$ cat config.mk
export PLATFORM = sky130hd
export DESIGN_NAME = loop_watch
export DESIGN_NICKNAME = d
export VERILOG_FILES = /design/src/rtl/loop_watch_pkg.sv /design/src/rtl/lw_branch_det.sv /design/src/rtl/lw_extent.sv /design/src/rtl/lw_capture.sv /design/src/rtl/loop_watch.sv
export SDC_FILE = /design/constraint.sdc
export NUM_CORES = 1
export LEC_CHECK = 0
export ABC_AREA = 0
export BUFFER_PORTS_ARGS = -buffer_cell sky130_fd_sc_hd__buf_2
export CAP_MARGIN = 0
export CORE_MARGIN = 2
export CORE_UTILIZATION = 52
export CTS_CLUSTER_DIAMETER = 200
export DETAILED_ROUTE_END_ITERATION = 10
export PLACE_DENSITY = 0.78
export SYNTH_ARGS = -nofsm -noshare
export SYNTH_HDL_FRONTEND = slang
export SYNTH_SLANG_ARGS = --single-unit
export TNS_END_PERCENT = 30
$ cat constraint.sdc
create_clock -name clk -period 4.75 [get_ports clk]
set_input_delay 0.7125 -clock clk [delete_from_list [all_inputs] [get_ports clk]]
set_output_delay 0.7125 -clock clk [all_outputs]
set_load 0.1 [all_outputs]
$ cat src/rtl/loop_watch_pkg.sv
package loop_watch_pkg;
  typedef enum logic {
    LW_OBSERVE = 1'b0,
    LW_HOLD    = 1'b1
  } lw_phase_e;
endpackage

$ cat src/rtl/lw_branch_det.sv
module lw_branch_det #(
  parameter int AW       = 16,
  parameter int CW       = 8,
  parameter int MAX_SPAN = 64
) (
  input  logic          clk,
  input  logic          rst_n,
  input  logic [CW-1:0] thresh_init,
  input  logic          learn_en,
  input  logic          if_valid,
  input  logic [AW-1:0] if_addr,
  output logic          bwd_hit,
  output logic          new_cand,
  output logic          cand_live,
  output logic          reached,
  output logic [AW-1:0] src_addr,
  output logic [CW-1:0] cnt_next
);
  localparam logic [AW-1:0] SPAN_A = AW'(MAX_SPAN);
  localparam logic [CW-1:0] ONE_C  = CW'(1);

  logic [AW-1:0] prev_q, start_q;
  logic          prev_v, cand_v;
  logic [CW-1:0] cnt_q, thr_q, thr_eff;
  logic          same_tgt;

  function automatic logic f_backward(input logic [AW-1:0] prev, input logic [AW-1:0] cur);
    return (cur < prev) && ((prev - cur) <= SPAN_A);
  endfunction

  function automatic logic [CW-1:0] f_sat_inc(input logic [CW-1:0] c);
    return (c == {CW{1'b1}}) ? c : c + ONE_C;
  endfunction

  always_ff @(posedge clk) begin
    if (!rst_n) thr_q <= thresh_init;
  end

  assign thr_eff   = (thr_q == '0) ? ONE_C : thr_q;
  assign bwd_hit   = learn_en && if_valid && prev_v && f_backward(prev_q, if_addr);
  assign same_tgt  = bwd_hit && cand_v && (if_addr == start_q);
  assign new_cand  = bwd_hit && !same_tgt;
  assign cnt_next  = same_tgt ? f_sat_inc(cnt_q) : ONE_C;
  assign reached   = bwd_hit && (cnt_next >= thr_eff);
  assign cand_live = cand_v;
  assign src_addr  = prev_q;

  always_ff @(posedge clk or negedge rst_n) begin
    if (!rst_n) begin
      prev_q  <= '0;
      prev_v  <= 1'b0;
      cand_v  <= 1'b0;
      start_q <= '0;
      cnt_q   <= '0;
    end else begin
      if (if_valid) begin
        prev_q <= if_addr;
        prev_v <= 1'b1;
      end
      if (new_cand) begin
        cand_v  <= 1'b1;
        start_q <= if_addr;
      end
      if (bwd_hit) cnt_q <= cnt_next;
    end
  end
endmodule

$ cat src/rtl/lw_extent.sv
module lw_extent #(
  parameter int AW       = 16,
  parameter bit TAKE_MAX = 1'b0
) (
  input  logic          clk,
  input  logic          rst_n,
  input  logic          en,
  input  logic          clr,
  input  logic          smp_v,
  input  logic [AW-1:0] smp_a,
  output logic [AW-1:0] nxt
);
  logic [AW-1:0] cur_q, init_v, picked;

  generate
    if (TAKE_MAX) begin : g_max
      function automatic logic [AW-1:0] f_keep(input logic [AW-1:0] a, input logic [AW-1:0] b);
        return (b > a) ? b : a;
      endfunction
      assign init_v = {AW{1'b0}};
      assign picked = f_keep(cur_q, smp_a);
    end else begin : g_min
      function automatic logic [AW-1:0] f_keep(input logic [AW-1:0] a, input logic [AW-1:0] b);
        return (b < a) ? b : a;
      endfunction
      assign init_v = {AW{1'b1}};
      assign picked = f_keep(cur_q, smp_a);
    end
  endgenerate

  always_comb begin
    if (clr) nxt = smp_v ? smp_a : init_v;
    else     nxt = smp_v ? picked : cur_q;
  end

  always_ff @(posedge clk or negedge rst_n) begin
    if (!rst_n)  cur_q <= {AW{1'b0}};
    else if (en) cur_q <= nxt;
  end
endmodule

$ cat src/rtl/lw_capture.sv
module lw_capture
  import loop_watch_pkg::*;
#(
  parameter int AW  = 16,
  parameter int CW  = 8,
  parameter int OPW = 8
) (
  input  logic           clk,
  input  logic           rst_n,
  input  logic           serve_mode,
  input  logic           if_valid,
  input  logic [AW-1:0]  if_addr,
  input  logic [OPW-1:0] if_word,
  input  logic           reached,
  input  logic [AW-1:0]  src_addr,
  input  logic [CW-1:0]  cnt_next,
  input  logic [AW-1:0]  lo_nxt,
  input  logic [AW-1:0]  hi_nxt,
  input  logic [AW-1:0]  dst_nxt,
  output logic           learned,
  output logic           desc_valid,
  output logic           bypass,
  output logic [AW-1:0]  blk_start,
  output logic [AW-1:0]  blk_end,
  output logic [AW-1:0]  opnd_lo,
  output logic [AW-1:0]  opnd_hi,
  output logic [AW-1:0]  dest_addr,
  output logic [CW-1:0]  job_size,
  output logic [OPW-1:0] job_op
);
  lw_phase_e phase_q;
  logic      start_hit;

  assign learned   = (phase_q == LW_HOLD);
  assign start_hit = serve_mode && learned && if_valid && (if_addr == blk_start);

  always_ff @(posedge clk or negedge rst_n) begin
    if (!rst_n) begin
      phase_q    <= LW_OBSERVE;
      desc_valid <= 1'b0;
      bypass     <= 1'b0;
      blk_start  <= '0;
      blk_end    <= '0;
      opnd_lo    <= '0;
      opnd_hi    <= '0;
      dest_addr  <= '0;
      job_size   <= '0;
      job_op     <= '0;
    end else begin
      desc_valid <= reached;
      bypass     <= start_hit;
      if (reached) begin
        phase_q   <= LW_HOLD;
        blk_start <= if_addr;
        blk_end   <= src_addr;
        opnd_lo   <= lo_nxt;
        opnd_hi   <= hi_nxt;
        dest_addr <= dst_nxt;
        job_size  <= cnt_next;
        job_op    <= if_word;
      end
    end
  end
endmodule

$ cat src/rtl/loop_watch.sv
module loop_watch #(
  parameter int AW       = 16,
  parameter int CW       = 8,
  parameter int OPW      = 8,
  parameter int MAX_SPAN = 64
) (
  input  logic           clk,
  input  logic           rst_n,
  input  logic [CW-1:0]  thresh_init,
  input  logic           serve_mode,
  input  logic           if_valid,
  input  logic [AW-1:0]  if_addr,
  input  logic [OPW-1:0] if_word,
  input  logic           rd_valid,
  input  logic [AW-1:0]  rd_addr,
  input  logic           wr_valid,
  input  logic [AW-1:0]  wr_addr,
  output logic           desc_valid,
  output logic [AW-1:0]  blk_start,
  output logic [AW-1:0]  blk_end,
  output logic [AW-1:0]  opnd_lo,
  output logic [AW-1:0]  opnd_hi,
  output logic [AW-1:0]  dest_addr,
  output logic [CW-1:0]  job_size,
  output logic [OPW-1:0] job_op,
  output logic           bypass
);
  logic          learned_w, learn_en_w;
  logic          bwd_hit_w, new_cand_w, cand_live_w, reached_w, trk_en_w;
  logic [AW-1:0] src_addr_w, lo_nxt_w, hi_nxt_w, dst_nxt_w;
  logic [CW-1:0] cnt_next_w;

  assign learn_en_w = !serve_mode && !learned_w;
  assign trk_en_w   = learn_en_w && (cand_live_w || new_cand_w);

  lw_branch_det #(.AW(AW), .CW(CW), .MAX_SPAN(MAX_SPAN)) br_i (
    .clk(clk), .rst_n(rst_n), .thresh_init(thresh_init), .learn_en(learn_en_w),
    .if_valid(if_valid), .if_addr(if_addr), .bwd_hit(bwd_hit_w), .new_cand(new_cand_w),
    .cand_live(cand_live_w), .reached(reached_w), .src_addr(src_addr_w), .cnt_next(cnt_next_w)
  );

  lw_extent #(.AW(AW), .TAKE_MAX(1'b0)) rd_lo_i (
    .clk(clk), .rst_n(rst_n), .en(trk_en_w), .clr(new_cand_w),
    .smp_v(rd_valid), .smp_a(rd_addr), .nxt(lo_nxt_w)
  );

  lw_extent #(.AW(AW), .TAKE_MAX(1'b1)) rd_hi_i (
    .clk(clk), .rst_n(rst_n), .en(trk_en_w), .clr(new_cand_w),
    .smp_v(rd_valid), .smp_a(rd_addr), .nxt(hi_nxt_w)
  );

  lw_extent #(.AW(AW), .TAKE_MAX(1'b0)) wr_lo_i (
    .clk(clk), .rst_n(rst_n), .en(trk_en_w), .clr(new_cand_w),
    .smp_v(wr_valid), .smp_a(wr_addr), .nxt(dst_nxt_w)
  );

  lw_capture #(.AW(AW), .CW(CW), .OPW(OPW)) cap_i (
    .clk(clk), .rst_n(rst_n), .serve_mode(serve_mode), .if_valid(if_valid),
    .if_addr(if_addr), .if_word(if_word), .reached(reached_w), .src_addr(src_addr_w),
    .cnt_next(cnt_next_w), .lo_nxt(lo_nxt_w), .hi_nxt(hi_nxt_w), .dst_nxt(dst_nxt_w),
    .learned(learned_w), .desc_valid(desc_valid), .bypass(bypass),
    .blk_start(blk_start), .blk_end(blk_end), .opnd_lo(opnd_lo), .opnd_hi(opnd_hi),
    .dest_addr(dest_addr), .job_size(job_size), .job_op(job_op)
  );
endmodule

Word level (Yosys, flattened, before mapping)
Index checks and enable logic that the tools add are counted.

Logic and storage cells: 63. Register bits after elaboration: 197. Output and inout port bits: 98. Input port bits: 70.

Equality and inequality tests: 3. Reduce and logical (&&, ||, !) cells: 18. Order comparisons: 6. Add/subtract/negate cells: 2. Muxes and demuxes: 15.

Operators by type and width (number): $mux 16 (12); $lt 16x16->1 (3); $eq 16x16->1 (2); $mux 8 (3); $gt 16x16->1 (1); $le 16x7->1 const B (1); $sub 16x16->16 (1); $logic_and 1x1->1 (13); $add 8x1->8 const B (1); $eq 8x8->1 const B (1); $ge 8x8->1 (1); $logic_not 8->1 (1); $logic_not 1->1 (3); $logic_or 1x1->1 (1).

Longest topological paths before layout
Gate-level depths: netlist of the first run.

Word-level depth: 11. Gate-level depth with buffers: 26. Mapped depth without buffers: 22.

Hierarchy
A second synthesis of the first run with hierarchy kept.

Cells, all modules: 1047. Area total of the unflattened synthesis: 11604.9 µm².

Modules (own cells, without submodules): lw_capture (cells each 229, sequential area each 2477.4 µm², times used 1, area each 3804.9 µm²); lw_branch_det (cells each 387, sequential area each 1291.2 µm², times used 1, area each 3708.6 µm²); lw_extent at wr_lo_i (cells each 166, sequential area each 400.4 µm², times used 1, area each 1524.0 µm²); lw_extent at rd_lo_i (cells each 143, sequential area each 400.4 µm², times used 1, area each 1313.8 µm²); lw_extent at rd_hi_i (cells each 120, sequential area each 400.4 µm², times used 1, area each 1239.9 µm²); loop_watch (cells each 2, sequential area each 0.0 µm², times used 1, area each 13.8 µm²).

Worst setup path before layout of the first run
No wires, ideal clock.

Kind: input port to flip-flop. Start: input port if_addr[0]. End: register cap_i.dest_addr[0]. Cell stages on the path: 25. Path buffers: 4. Setup slack: -0.686 ns. Required time: 4.617 ns. Setup time: 0.133 ns. Arrival: 5.303 ns. Path through: ha_1 > fa_1 > nand2b_1 > a211oi_2 > o211ai_1 > mux2_2 > a21boi_1 > nand4_2 > or3_1 > clkbuf_1 > or2_0 > clkbuf_1 > nor2_1 > ha_1 > nand2b_1 > a21o_1 > a21o_1 > a21oi_1 > o21ai_0 > o21ai_0 > or4_1 > buf_2 > buf_2 > o31ai_1 > a21oi_1.

Word-level cells in the longest chain between the ends: 9. Elaborated cells between the ends (all ways): 14. Those cells by class: add/sub (1); order compare (3); eq/ne (1); mux (2); reduce/logical (7).

Ends and longest elaborated chain: start: declaration (line loop_watch.sv:12) `input logic [AW-1:0] if_addr,`; $sub 16x16->16 (line lw_branch_det.sv:28) `return (cur < prev) && ((prev - cur) <= SPAN_A);`; $le 16x7->1 (line lw_branch_det.sv:28); $logic_and 1x1->1 (line lw_branch_det.sv:28); $logic_and 1x1->1 (line lw_branch_det.sv:40) `assign bwd_hit = learn_en && if_valid && prev_v && f_backward(prev_q, if_addr);`; $logic_and 1x1->1 (2 in series) (line lw_branch_det.sv:41) `assign same_tgt = bwd_hit && cand_v && (if_addr == start_q);`; $mux 8 or $logic_not 1->1 (tied branches) (line lw_branch_det.sv:43, lw_branch_det.sv:42); $ge 8x8->1 or $logic_and 1x1->1 (tied branches) (line lw_branch_det.sv:44, lw_branch_det.sv:42); $logic_and 1x1->1 or $mux 16 (tied branches) (line lw_branch_det.sv:44, lw_extent.sv:32); end signal: assignment (line lw_capture.sv:58) `dest_addr <= dst_nxt;`; end: declaration (line lw_capture.sv:27) `output logic [AW-1:0] dest_addr,`.

Several ways; a longest one is shown, not always the timed one. A chain may end at the register's enable or synchronous reset.

Final worst setup path of the first run
Start: register br_i.prev_q[0], in the netlist br_i.src_addr[0]. End: register cap_i.dest_addr[1].

Word-level cells in the longest chain between the ends: 9. Elaborated cells between the ends (all ways): 13. Those cells by class: add/sub (1); order compare (3); mux (2); reduce/logical (7).

Ends and longest elaborated chain: start: declaration (line lw_branch_det.sv:22) `logic [AW-1:0] prev_q, start_q;`; start signal: assignment (line lw_branch_det.sv:57) `prev_q <= if_addr;`; $sub 16x16->16 (line lw_branch_det.sv:28); $le 16x7->1 (line lw_branch_det.sv:28); $logic_and 1x1->1 * (line lw_branch_det.sv:28); $logic_and 1x1->1 * (line lw_branch_det.sv:40); $logic_and 1x1->1 (2 in series) (line lw_branch_det.sv:41); $mux 8 or $logic_not 1->1 (tied branches) (line lw_branch_det.sv:43, lw_branch_det.sv:42); $ge 8x8->1 or $logic_and 1x1->1 (tied branches) (line lw_branch_det.sv:44, lw_branch_det.sv:42); $logic_and 1x1->1 or $mux 16 (tied branches) (line lw_branch_det.sv:44, lw_extent.sv:32).

Mark *: on every way between the ends. The rest lies on a longest branch, timed or not.

==> impl_metrics.tcl, run 1 <==
set metrics [dict create \
    synthCells 1152 \
    multi_input_area_um2 5792 \
    regArea_um2 4971 \
    async_flop_share_pct 95.94 \
    p_clk_share_pct 27.9 \
    pwr-share-comb_pct 32.6 \
    clock-sinks 197 \
    fin_crit_ns 4.838 \
    final_cells 1704 \
    grt_pass1_wl_mm 49.62 \
    tns_ns -1.979 \
    p_leak_nw 7.095 \
    synth_area_leader_cell "dfrtp_1" \
    n_fill_cell 1622 \
    violations "negative setup slack" \
    start_kind "flop" \
    vdd_ir_drop_max_v 0.0002607 \
    gr-total-overflow 0 \
    fp.dieArea_um2 22440 \
    slew_headroom_pct 34.25 \
    hold_viol_final 0 \
    routed_wl_mm 31.11 \
    holdWs_ns 0.2894 \
    grt_util_all_layers_pct 27.97 \
    seqPwrFrac_pct 39.5 \
    htreeDepth 4 \
    worst-slew-pin-transition_ns 0.9736 \
    place_ws_ns -0.5870 \
    setup_slack_ns -0.08829 \
    swShare_pct 34.63 \
    grt_pass1_vias 9839 \
    firstDrtPassIters 6 \
    synth_ff_type "dfrtp_1" \
    die_h_um 149.8 \
    outcome "finished, violations left" \
    path_max_fanout 9 \
    synth_seq_cells 197 \
    grt_antenna_before_repair 0 \
    cts_made_buffers 17 \
    cts_tree "built" \
    final_common_cell "dfrtp_1" \
    drv_slew 0 \
    rsz0062_at_grt "yes" \
    critPathKind "reg -> reg" \
    syn_nets 1294 \
    powerDensity_nw_per_um2 377.7 \
    dp_cells 1652 \
    io_pins 168 \
    core_um2 20960 \
    ys_seq_area_share_pct 44.97 \
    yosysWarnings 0 \
    ys_types 75 \
    skew_ns 0.01370 \
    worstPathArrival_ns 5.14 \
    place_congestion 0.8620 \
    synth_enable_flop_cells 8 \
    clockRootBuffer "clkbuf_16" \
    crit_required_ns 5.05 \
    cts.path.max_buffers 2 \
    fin_crit_sh_pct 101.9 \
    finalCoreUtilization_pct 67.11 \
    netSwitchingPower_mw 1.839 \
    stdcell_area_um2 14060 \
    grt_max_degree 118 \
    fp.dieW_um 149.8 \
    power_mw 5.312 \
    hpwl_mm 21.45 \
    layout_common_cells "188 x dfrtp_1, 179 x nand2_1, 166 x buf_2" \
    antenna_left 0 \
    setup_viol 75 \
    cts_hold_buffers 0 \
    ys_top_cells_by_area "dfrtp_1 43%, ha_1 8.0%, nand2_1 6.2%" \
    cp-end-kind "flop" \
    drt_iter0_markers 726 \
    netlist_area_um2 11050 \
    syn_avg_cell_area_um2 9.594 \
    layout-drive-gt1-share_pct 28.99 \
    placement.cell_area_um2 13050 \
    maxCapViolations 0 \
    synth_top_cell_area_share_pct 42.79 \
    holdCritPathClass "in -> async" \
    p_int_mw 3.472 \
    vias_per_cell 5.873 \
    routedWlPerCell_um 18.26 \
    max_freq_ghz 0.2067 \
    drc_errors 0 \
    clk_latency_ns 0.44 \
    initial_core_util_pct 52.74 \
    area_growth_pct 27.25 \
    clkTransAtPathRegs_ns 0.07 \
    core.rowCount 53 \
    numPortBuffers 167 \
    via_count 10007 \
    nNetsFinal 1557 \
]
-- cell usage after synthesis, types with 14 or more instances --
library cell and number:
a31oi_1 19, clkbuf_1 40, dfrtp_1 189, nand3_1 14, mux2i_1 28, nor3_1 15, nor2_1 75, xor2_1 16
ha_1 71, a21oi_1 48, a21o_1 16, o21ai_0 80, mux2_2 21, nand4_1 15, inv_1 77, a22o_1 16
nand2_1 182, o32a_1 32, xnor2_1 28
-- power groups by stage --
stage | registers [mW] | clock network, mW | logic, mW
2_1_floorplan | 2.06 | 0 | 1.10
3_3_place_gp | 2.11 | 0 | 1.53
3_5_place_dp | 2.12 | 0 | 1.59
4_1_cts | 2.09 | 1.49 | 1.67
5_1_grt | 2.13 | 1.57 | 1.92
6_report | 2.10 | 1.48 | 1.73
-- final timing paths --
path / depth (start not counted) / startpoint / to / slack [ns]
max: 24 / br_i.src_addr[0] / cap_i.dest_addr[1] / -0.09
min: 1 / rst_n / cap_i.blk_end[13] / 0.29
max reg2reg: 24 / br_i.src_addr[0] / cap_i.dest_addr[1] / -0.09
min reg2reg: 2 / cap_i.blk_end[3] / cap_i.blk_end[3] / 0.46
max in group asynchronous: 2 / rst_n / br_i.src_addr[9] / 3.41
min in group clk: 1 / thresh_init[5] / br_i.thr_q[5] / 0.44
-- cell families after synthesis --
logic type / share of synthesized area (%)
XOR/XNOR: 3.487
adder cells (fa/ha/maj): 8.219
flip-flops: 44.97
AO/OA/AOI/OAI: 18.94
buffers and inverters: 5.061
multiplexers: 4.676
AND/OR/NAND/NOR: 14.65
-- worst max-delay path: stages (launching register included) --
cell      delay (ns)
dfrtp_1         0.35
inv_2           0.06
ha_4            0.16
fa_2            0.34
nand2b_4        0.16
a211oi_4        0.33
o211ai_1        0.15
mux2_4          0.22
a21boi_4        0.17
nand4_2         0.10
or3_4           0.42
or2_4           0.26
nor2_2          0.08
ha_1            0.12
nand2b_1        0.09
a21o_1          0.12
a21o_1          0.11
a21oi_1         0.06
o21ai_1         0.12
o21ai_1         0.13
or4_4           0.62
buf_6           0.18
buf_12          0.14
nor2_1          0.11
a21oi_1         0.09
-- cell type report --
type | instances | share of cell area (%)
multi-input combinational | 819 | 41.18
sequential | 197 | 35.35
timing repair buffer | 302 | 14.64
clock buffer | 18 | 3.123
tap | 275 | 2.447
inverter | 78 | 2.082
clock inverter | 14 | 1.157
antenna | 1 | 0.01779
-- flip-flops by register name (all words and copies together), names as in the netlist, 16 cells and up --
register / count
br_i.src_addr: 16
cap_i.opnd_lo: 16
cap_i.blk_start: 16
cap_i.opnd_hi: 16
rd_lo_i.cur_q: 16
cap_i.blk_end: 16
cap_i.dest_addr: 16
wr_lo_i.cur_q: 16
br_i.start_q: 16
rd_hi_i.cur_q: 16
-- layer usage --
metal / up-vias / GRT usage [%] / share of wire [%]
met5: - / 0 / 0
met4: 0 / 11.27 / 3.5
met3: 95 / 4.024 / 6.3
met2: 413 / 46.22 / 48
met1: 4857 / 37.24 / 42
li1: 4642 / - / -
-- timing repair --
item,in CTS,in global routing
gates resized for setup,26,35
cloned,2,1
setup buffers,13,3
setup endpoints to repair,98,130
pin swaps,11,9
Note: power is estimated with default switching activity, not from simulation.
==> inputs of run 2 (changes only) <==
- ABC_AREA: 0 -> 1
- CORE_UTILIZATION: 52 -> 53
==> impl_metrics.tcl, run 2 <==
set metrics [dict create \
    initial_core_util_pct 54.05 \
    fp.dieW_um 158.7 \
    drc_errors 0 \
    grt_max_degree 102 \
    cts_hold_buffers 0 \
    rsz0062_at_grt "no" \
    setup_viol 0 \
    die_h_um 158.7 \
    yosysMostFrequentCell "nand2_1" \
    antenna_left 0 \
    holdCritPathClass "in -> async" \
    gr-total-overflow 0 \
    vdd_ir_drop_max_v 0.0001906 \
    cts_made_buffers 17 \
    r2r-start "br_i.src_addr[0]" \
    clock-sinks 197 \
    skew_ns 0.01756 \
    grt_util_all_layers_pct 25.90 \
    hold_viol_final 0 \
    area_growth_pct 12.91 \
    ys_top_cells_by_area "dfrtp_1 37%, nand2_1 21%, inv_1 8.9%" \
    yosysWarnings 0 \
    clockRootBuffer "clkbuf_16" \
    firstDrtPassIters 5 \
    multi_input_area_um2 6203 \
    cp-startpoint "if_addr[0]" \
    cts.path.max_buffers 2 \
    crit_required_ns 5.09 \
    post_cts_buffers 0 \
    worst-slew-pin-transition_ns 0.8694 \
    drv_slew 0 \
    max_freq_ghz 0.2389 \
    core.rowCount 56 \
    yosys-top-cells-count "704 x nand2_1, 302 x inv_1, 189 x dfrtp_1, 112 x o21ai_0, 93 x nor2_1" \
    reg2regPathDepth 24 \
    layout_common_cells "704 x nand2_1, 302 x inv_1, 189 x dfrtp_1" \
    routedWlPerCell_um 14.05 \
    layout-drive-gt1-share_pct 12.47 \
    critPathKind "in -> reg" \
    cts_tree "built" \
    synthCells 1834 \
    fin_crit_ns 4.186 \
    path_cells "buf_2, ha_1, fa_1, inv_1, nand3_1, nand2_1, nand2_1, nand2_1, a21oi_1, nor2_1, nand4_1, nor2_1, nand4_1, a21oi_1, ha_1, a21oi_1, o21a_1, nand3_1, inv_1, nor2_4, buf_4, or2_2, nand2_1, inv_1" \
    ys_seq_area_share_pct 39.17 \
    hpwl_mm 22.28 \
    async_flop_share_pct 95.94 \
    regArea_um2 4970 \
    syn_avg_cell_area_um2 6.918 \
    n_fill_cell 2156 \
    synth_area_leader_cell "dfrtp_1" \
    nNetsFinal 2111 \
    vias_per_cell 5.180 \
    cp-endpoint "cap_i.job_size[6]" \
    dp_cells 2269 \
    grt_pass1_vias 11351 \
    final_cells 2300 \
    synth_enable_flop_cells 8 \
    tns_ns 0 \
    io_pins 168 \
    path_max_fanout 20 \
    grt_pass1_wl_mm 54.23 \
    syn_nets 1976 \
    powerDensity_nw_per_um2 336.7 \
    routed_wl_mm 32.32 \
    worstPathArrival_ns 4.52 \
    fin_crit_sh_pct 88.12 \
    cp_common_cell "nand2_1" \
    maxCapViolations 0 \
    place_congestion 0.9014 \
    drt_iter0_markers 912 \
    crit_buf_inv 5 \
    synth_seq_cells 197 \
    synth_top_cell_area_share_pct 37.28 \
    cp_num_cells 24 \
    netlist_area_um2 12690 \
    slowest_delay_ns 0.41 \
    synth_ff_type "dfrtp_1" \
    clk_latency_ns 0.44 \
    start_kind "primary input" \
    clkTransAtPathRegs_ns 0.08 \
    fp.dieArea_um2 25190 \
    outcome "finished, final reports clean" \
    cts_resized 0 \
    core_um2 23470 \
    final_common_cell "nand2_1" \
    htreeDepth 4 \
    cpLargestDelayFamily "simple AND/OR/NAND/NOR gates" \
    r2r_slack_ns 0.60 \
    cp-end-kind "flop" \
    ys_types 43 \
    numPortBuffers 167 \
    crit_slowest_cell "fa_1" \
    slew_headroom_pct 42.04 \
    grt_antenna_before_repair 0 \
    via_count 11914 \
    reg2reg_to "cap_i.job_size[6]" \
    p_leak_nw 8.608 \
    antenna_cells 0 \
]
-- run 2: changes by cell type after synthesis, sizes merged, moves of 32 or more --
cell,change
nand4,+44
o21ai,+35
nand2,+525
o32a,-32
nand3,+38
nand3b,+32
inv,+235
-- run 2: cell type report --
| cell class | instances | area share, % |
|---|---|---|
| timing repair buffer | 184 | 7.049 |
| sequential | 197 | 34.69 |
| clock buffer | 18 | 3.066 |
| inverter | 316 | 8.280 |
| tap | 319 | 2.786 |
| clock inverter | 13 | 0.8210 |
| multi-input combinational | 1253 | 43.31 |
-- run 2: cells by family after synthesis --
logic type | after synthesis | share of synthesized area, %
compound gates | 180 | 7.821
xor+xnor | 16 | 1.105
fa+ha+maj | 72 | 7.160
buf+inv | 384 | 11.99
flops | 197 | 39.17
simple gates | 985 | 32.75
-- run 2: metal layers --
| layer | up-vias | routed length, um | GRT usage [%] |
|---|---|---|---|
| met5 | - | 0 | 0 |
| met4 | 0 | 612 | 7.965 |
| met3 | 51 | 2147 | 3.892 |
| met2 | 425 | 15050 | 42.95 |
| met1 | 5474 | 14510 | 35.08 |
| li1 | 5964 | - | - |
-- run 2: through the flow --
step | util [%] | setup WS [ns] | hold slack (ns) | instance area [um^2] | total power [mW]
global placement | 58.66 | 0.1812 | 0.4589 | 13770 | 3.362
detailed placement | 58.66 | 0.1172 | 0.4648 | 13770 | 3.416
CTS | 61.03 | 0.5541 | 0.3975 | 14330 | 4.844
finish | 61.03 | 0.5644 | 0.3114 | 14330 | 4.823
global route | 61.03 | 0.1808 | 0.4071 | 14330 | 5.199
floorplan | - | 0.8155 | 0.4169 | 12690 | 3.043
-- run 2: power by group --
part / switching [mW] / total, mW / internal [mW]
clock: 0.717 / 1.42 / 0.703
sequential: 0.100 / 1.94 / 1.84
combinational: 0.943 / 1.46 / 0.516
-- run 2: worst min-delay path by stage --
stage,start,to,slack [ns]
finish,rst_n,wr_lo_i.cur_q[8],0.31
global placement,br_i.prev_v,br_i.prev_v,0.46
global route,rst_n,cap_i.dest_addr[9],0.41
detailed placement,rd_lo_i.cur_q[4],rd_lo_i.cur_q[4],0.46
floorplan,rst_n,br_i.cand_live,0.42
CTS,rst_n,wr_lo_i.cur_q[9],0.40
-- run 2: worst reg2reg max path: cells and delay by family, from the launching register on --
kind / cells / cell delay [ns]
fa+ha+maj: 3 / 0.90
compound gates: 4 / 0.61
buf+inv: 5 / 0.56
flops: 1 / 0.33
simple gates: 12 / 1.65
==> inputs of run 3 (changes only) <==
- CORE_UTILIZATION: 53 -> 30
- GPL_TIMING_DRIVEN: default -> 0
- PLACE_DENSITY: 0.78 -> 0.5
- SYNTH_HIERARCHICAL: default -> 1
==> impl_metrics.tcl, run 3 <==
set metrics [dict create \
    tns_ns 0 \
    p_leak_nw 8.688 \
    crit_buf_inv 8 \
    r2r-start "br_i/src_addr[0]" \
    vdd_ir_drop_max_v 0.0002241 \
    finalCoreUtilization_pct 35.55 \
    layout-drive-gt1-share_pct 20.82 \
    rsz0062_at_grt "no" \
    antenna_left 0 \
    critPathKind "in -> reg" \
    grt_antenna_before_repair 3 \
    grt_max_degree 97 \
    worst-slew-pin-transition_ns 0.8373 \
    drc_errors 0 \
    fin_crit_sh_pct 91.05 \
    clkTransAtPathRegs_ns 0.07 \
    path_cells "buf_2, ha_1, fa_1, inv_1, nand3_1, nand2_2, nand2_1, nand2_1, nand2_1, nand3_1, nand3_1, clkinv_1, nand2_2, nor2_8, nand3_4, buf_6, clkinvlp_4, nor2_1, nor2_1, buf_2, inv_1, clkbuf_1, nand2_1, nand2_1" \
    numPortBuffers 167 \
    clk_latency_ns 0.50 \
    clock-sinks 197 \
    r2r_slack_ns 0.50 \
    cp-startpoint "if_addr[0]" \
    routed_wl_mm 37.58 \
    n_fill_cell 4509 \
    vias_per_cell 4.502 \
    start_kind "primary input" \
    worstPathArrival_ns 4.71 \
    place_congestion 0.8187 \
    cp_num_cells 24 \
    grt_pass1_wl_mm 60.61 \
    crit_slowest_cell "fa_1" \
    core_um2 42040 \
    crit_required_ns 5.14 \
    syn_nets 1887 \
    core.rowCount 75 \
    grt_util_all_layers_pct 17.74 \
    fp.dieArea_um2 44400 \
    fin_crit_ns 4.325 \
    fp.dieW_um 210.7 \
    powerDensity_nw_per_um2 339.5 \
    cp-end-kind "flop" \
    reg2regPathDepth 24 \
    slew_headroom_pct 44.18 \
    post_cts_buffers 0 \
    final_common_cell "nand2_1" \
    cp-endpoint "wr_lo_i/cur_q[11]" \
    reg2reg_to "wr_lo_i/cur_q[11]" \
    netlist_area_um2 12820 \
    hold_viol_final 0 \
    slowest_delay_ns 0.40 \
    placement.cell_area_um2 14370 \
    area_growth_pct 16.60 \
    cts.path.max_buffers 2 \
    io_pins 168 \
    drv_slew 0 \
    clockRootBuffer "clkbuf_16" \
    layout_common_cells "719 x nand2_1, 234 x inv_1, 189 x dfrtp_1" \
    gr-total-overflow 0 \
    syn_avg_cell_area_um2 7.346 \
    skew_ns 0.01461 \
    firstDrtPassIters 4 \
    via_count 11193 \
    cp_common_cell "nand2_1" \
    grt_pass1_vias 10949 \
    synthCells 1745 \
    path_max_fanout 19 \
    max_freq_ghz 0.2312 \
    cpLargestDelayFamily "simple AND/OR/NAND/NOR gates" \
    stdcell_area_um2 14950 \
    drt_iter0_markers 553 \
    die_h_um 210.7 \
    routedWlPerCell_um 15.12 \
    cts_made_buffers 17 \
    nNetsFinal 2074 \
    cts_tree "built" \
    maxCapViolations 0 \
    outcome "finished, final reports clean" \
    htreeDepth 4 \
    hpwl_mm 28.34 \
    power_mw 5.075 \
    setup_viol 0 \
    initial_core_util_pct 30.49 \
    holdCritPathClass "in -> async" \
    yosysWarnings 6 \
]
[run 3: power by group]
group / internal (mW) / switching, mW / leakage, nW
clock: 0.695 / 0.710 / 0.255
combinational: 0.626 / 1.10 / 5.90
sequential: 1.85 / 0.0944 / 2.53
[run 3: per-layer routing]
layer | vias to the layer above | global-route usage, % | share of wire, %
li1 | 5777 | - | -
met1 | 5178 | 23.79 | 48
met2 | 202 | 28.09 | 45
met3 | 32 | 4.906 | 5.2
met4 | 4 | 4.832 | 1.4
met5 | - | 0 | 0.082
[run 3: worst min-delay path by stage]
stage                            startpoint                 end  slack, ns
final                                 rst_n  cap_i/dest_addr[9]       0.17
after global routing                  rst_n  cap_i/dest_addr[9]       0.25
after CTS                             rst_n  cap_i/dest_addr[9]       0.23
after detailed placement        br_i/prev_v         br_i/prev_v       0.45
after global placement    cap_i/opnd_hi[14]   cap_i/opnd_hi[14]       0.45
after floorplan                       rst_n      br_i/cand_live       0.42
[run 3: cell type report]
type	count	area, um^2	share of cell area (%)
repair buffers	168	873.3	5.843
flip-flops and latches	197	4970	33.25
well taps	539	674.4	4.512
diodes	2	5.005	0.03348
plain buffers	56	411.6	2.754
clock buffers	21	460.4	3.081
clock inverters	11	80.08	0.5357
inverters	246	928.4	6.211
multi-input cells	1246	6544	43.78
[run 3: what timing repair did]
| action | 4_1_cts | 5_1_grt |
|---|---|---|
| endpoints found under the setup margin | 0 | 80 |
| resized for setup | 0 | 11 |
| hold buffers | 0 | 0 |
[run 3: stage by stage]
stage               hold WS, ns  std cells  setup slack [ns]
global route             0.2488       2484       0.000009326
floorplan                0.4169       1745            0.8537
finish                   0.1736       2486            0.4251
CTS                      0.2303       2484           0.08766
global placement         0.4507       2451           -0.9719
detailed placement       0.4535       2452           -0.4413
